### src/rtl/serreg_master.sv
module serreg_master #(
  parameter int SLOW_DIV = 16,
  parameter int FAST_DIV = 8,
  parameter int AW = 8,
  parameter int DW = 8
) (
  input  logic          clk,
  input  logic          rst_n,
  input  logic          start,
  input  logic          rd_nwr,
  input  logic          rate_sel,
  input  logic [AW-1:0] addr,
  input  logic [DW-1:0] wdata,
  output logic          busy,
  output logic          done,
  output logic [DW-1:0] rdata,
  output logic          sclk,
  output logic          sdo,
  input  logic          sdi
);
  localparam int FW = AW + DW;
  localparam int CW = $clog2(SLOW_DIV);
  localparam int BW = $clog2(FW);

  logic          rate_q, rd_q;
  logic [CW-1:0] cnt;
  logic [BW-1:0] bidx;
  logic [FW-1:0] sh;
  logic [DW-1:0] rx;
  logic [CW-1:0] last, half;

  assign last = rate_q ? CW'(FAST_DIV - 1) : CW'(SLOW_DIV - 1);
  assign half = rate_q ? CW'(FAST_DIV / 2) : CW'(SLOW_DIV / 2);
  assign sclk = ~busy | (cnt >= half);
  assign sdo  = ~busy | sh[0];

  wire bit_end   = busy && (cnt == last);
  wire frame_end = bit_end && (bidx == BW'(FW - 1));
  wire sample    = busy && (cnt == half - 1'b1) && (bidx >= BW'(AW));

  always_ff @(posedge clk or negedge rst_n) begin
    if (!rst_n) begin
      rate_q <= 1'b0;
      rd_q   <= 1'b0;
      busy   <= 1'b0;
      done   <= 1'b0;
      cnt    <= '0;
      bidx   <= '0;
      sh     <= '1;
      rx     <= '0;
      rdata  <= '0;
    end else begin
      done <= 1'b0;
      if (!busy) begin
        rate_q <= rate_sel;
        if (start) begin
          busy <= 1'b1;
          rd_q <= rd_nwr;
          cnt  <= '0;
          bidx <= '0;
          sh   <= rd_nwr ? {{DW{1'b1}}, addr} : {wdata, addr};
        end
      end else begin
        cnt <= bit_end ? '0 : cnt + 1'b1;
        if (sample) rx <= {sdi, rx[DW-1:1]};
        if (bit_end) begin
          bidx <= bidx + 1'b1;
          sh   <= {1'b1, sh[FW-1:1]};
        end
        if (frame_end) begin
          busy <= 1'b0;
          done <= 1'b1;
          if (rd_q) rdata <= rx;
        end
      end
    end
  end

  p_idle_lines_r1: assert property (@(posedge clk) disable iff (!rst_n)
    !busy |-> (sclk && sdo));
  p_sdo_moves_low_r3: assert property (@(posedge clk) disable iff (!rst_n)
    (busy && $past(busy) && !$stable(sdo)) |-> !sclk);
  p_rate_held_r8: assert property (@(posedge clk) disable iff (!rst_n)
    (busy && $past(busy)) |-> $stable(rate_q));
  p_done_follows_busy_r7: assert property (@(posedge clk) disable iff (!rst_n)
    done |-> (!busy && $past(busy)));
  p_done_single_r7: assert property (@(posedge clk) disable iff (!rst_n)
    done |=> !done);
  p_no_restart_r6: assert property (@(posedge clk) disable iff (!rst_n)
    (busy && start && !frame_end) |=> busy);
  p_rx_stable_r7: assert property (@(posedge clk) disable iff (!rst_n)
    !done |-> $stable(rdata));
endmodule

### config.mk
export PLATFORM = sky130hd
export DESIGN_NAME = serreg_master
export DESIGN_NICKNAME = d
export VERILOG_FILES = /design/src/rtl/serreg_master.sv
export SDC_FILE = /design/constraint.sdc
export NUM_CORES = 1
export LEC_CHECK = 0
export BUFFER_PORTS_ARGS = -buffer_cell sky130_fd_sc_hd__buf_2
export CAP_MARGIN = 20
export CORE_MARGIN = 1.5
export CORE_UTILIZATION = 55
export CTS_BUF_LIST = sky130_fd_sc_hd__clkbuf_4 sky130_fd_sc_hd__clkbuf_8
export DETAILED_ROUTE_END_ITERATION = 10
export HOLD_SLACK_MARGIN = 0.05
export PLACE_DENSITY = 0.79
export RECOVER_POWER = 100
export SLEW_MARGIN = 20
export SYNTH_ARGS = -nofsm -noshare
export SYNTH_HDL_FRONTEND = slang
export SYNTH_SLANG_ARGS = --single-unit
### constraint.sdc
create_clock -name clk -period 2.2 [get_ports clk]
set_clock_uncertainty 0.05 [all_clocks]
set_input_delay 0.11 -clock clk [delete_from_list [all_inputs] [get_ports clk]]
set_output_delay 0.11 -clock clk [all_outputs]
set_load 0.005 [all_outputs]
==> metrics.cfg <==
[power]
ir_drop_mv=0.5767
finalPower_mw=2.438
leakagePower_nw=1.237
pwr_density_cell_mw_per_mm2=996.1

[die]
die_area_mm2=0.004128
die_x_um=64.25
rows=22
dieHeight_um=64.25
initial_utilization=0.5678
io_pins=34
coreArea_mm2=0.003633

[final_layout]
diodes=0
fin_cells=267
nFillCells=279
mostFrequentLayoutCells=dfrtp_1 (28), buf_2 (28), mux2_2 (18), dfstp_2 (16), o21ai_0 (15)
area_growth_pct=18.62
nets=246
stdcell_area_mm2=0.002447
drive_above_1_share=0.3470

[critical_path]
critPathMaxStageDelay_ns=0.56
critPathRequiredTime_ns=2.33
worstPathArrival_ns=2.07
worstPathMaxFanout=8
critPathKind=reg -> reg
end_kind=flip-flop
cp-startpoint=cnt[2]
crit_chain=inv_1 -> ha_1 -> nor2_1 -> mux2_2
crit_path_top_delay_cell=nor2_1
start_kind=flip-flop
r2r-start=cnt[2]

[global_route]
grt_max_degree=45
grt_pass1_vias=1450
globalRouteTotalUtil=0.2070
antenna_found_initial=0
overflow=0
grt_pass1_wl_um=6534

[placement]
placed_cells=251
gp_congestion=0.8367
hpwl_um=2654
port_buffers=33
dpl_cell_area_mm2=0.002272
place_ws_ns=0.2865

[sta]
finalCriticalPeriod_ns=1.937
tightest_slew_ns=1.082
finalSetupViolations=0
report.final.slew_viol_count=0
fin_tns_setup_ns=0
min_period_over_period=0.8805
hold_violations=0
rsz0062_at_grt=false
fmax_ghz=0.5162
setup_slack_ns=0.2628
max_slew_margin=0.2787

[drt]
via_per_inst=5.449
ant_nets=0
wl_per_cell_um=14.35
drt_iter0_drc=100
route.detailed.drc=0
drt_wl_total_um=3832
drtPass1Iterations=5
vias=1455

[worst_hold_path]
min_path_type=in -> reg
min-delay-start=wdata[7]

[cts]
clk_latency_ns=0.29
root_buffer=clkbuf_8
cts_tree=built
cts_resized=0
clock_path_buffers=2
h-tree-depth=2
cts.sinks=44
cts_buffers=5
clkTransAtPathRegs_ns=0.08

[yosys]
synthFlopType=dfrtp_1
yosysUniqueCellTypes=35
synth_edf_count=0
ys_warn_count=0
synthArstFlopShare=1.000
syn-cell-area_mm2=0.002063
synthesis.nets=203
syn_inst=175
syn_avg_cell_area_um2=11.79
yosysSeqAreaShare=0.5434
ys_ff_latch=44

[run_status]
status=finished, final reports clean

[flow_run]
drv_cap=0

-- worst max-delay path, delay by kind of cell (launching register included) --
kind,cells,cell delay (ns)
adder cells (fa/ha/maj),1,0.30
flip-flops,1,0.42
buffers and inverters,1,0.08
AND/OR/NAND/NOR,1,0.56
multiplexers,1,0.41
-- through the flow --
stage	utilization	hold slack [ns]
after floorplan	-	-0.2356
after global placement	0.6253	0.2399
after detailed placement	0.6253	0.2710
after CTS	0.6780	0.05004
after global routing	0.6736	0.09281
final	0.6736	0.06433
-- repair_timing --
item / 4_1_cts / 5_1_grt
hold buffers: 8 / 0
endpoints found under the setup margin: 0 / 0
setup buffers: 0 / 0
hold endpoints to repair: 35 / 0
-- final cells by class --
cell class	count	area (um^2)	share of cell area
Multi-Input combinational cell	114	863.3	0.3528
Sequential cell	44	1121	0.4581
Timing Repair Buffer	45	261.5	0.1069
Tap cell	48	60.06	0.02454
Inverter	8	30.03	0.01227
Clock inverter	2	35.03	0.01431
Clock buffer	6	76.32	0.03119
-- where the power goes --
part           total (mW)  switching [mW]  leakage, nW  internal, mW
combinational       0.593           0.291        0.644         0.302
sequential           1.23           0.154        0.534          1.08
clock               0.615           0.265       0.0586         0.349
-- registers in the layout (all words and copies together), names as in the netlist --
register	cells
cnt	4
busy	1
rdata	8
bidx	4
rd_q	1
done	1
rate_q	1
rx	8
sh	16
-- per-layer routing --
| metal | global-route usage | routed length, um | vias up |
|---|---|---|---|
| met5 | 0 | 0 | - |
| met3 | 0.05282 | 165 | 5 |
| met4 | 0.08245 | 57 | 0 |
| li1 | - | - | 700 |
| met1 | 0.2740 | 1718 | 701 |
| met2 | 0.3268 | 1891 | 49 |
-- synthesized netlist by cell type, drive strengths merged (2+ instances only) --
master	count	share of area
clkbuf	5	0.0091
nor2	10	0.019
nand3	12	0.029
nor3	2	0.0049
o21ai	17	0.041
a21oi	2	0.010
mux2	25	0.14
nor3b	2	0.0073
ha	6	0.036
inv	8	0.015
buf	4	0.013
nand2	12	0.022
nand2b	2	0.0061
nand4	2	0.013
mux2i	8	0.039
dfstp	16	0.20
o32ai	2	0.0085
a211o	2	0.0085
dfrtp	28	0.34
-- path summary, 6_finish.rpt --
check	cells past startpoint	slack, ns	end
max in group asynchronous	2	0.95	bidx[2]
worst min register to register	2	0.43	sh[4]
worst max register to register	4	0.26	rx[5]
worst max-delay path	4	0.26	rx[5]
min in group asynchronous	2	0.49	rdata[0]
worst min-delay path	3	0.06	sh[15]
-- cells by family after synthesis --
kind of cell / share of synthesized area
adders and majority gates: 0.03638
xor gates and xnor gates: 0.008492
muxes: 0.1753
buffers and inverters: 0.03699
DFF: 0.5434
AOI/OAI and AO/OA: 0.08309
and+or+nand+nor: 0.1164
No activity file was read; power rests on OpenSTA's default activity.
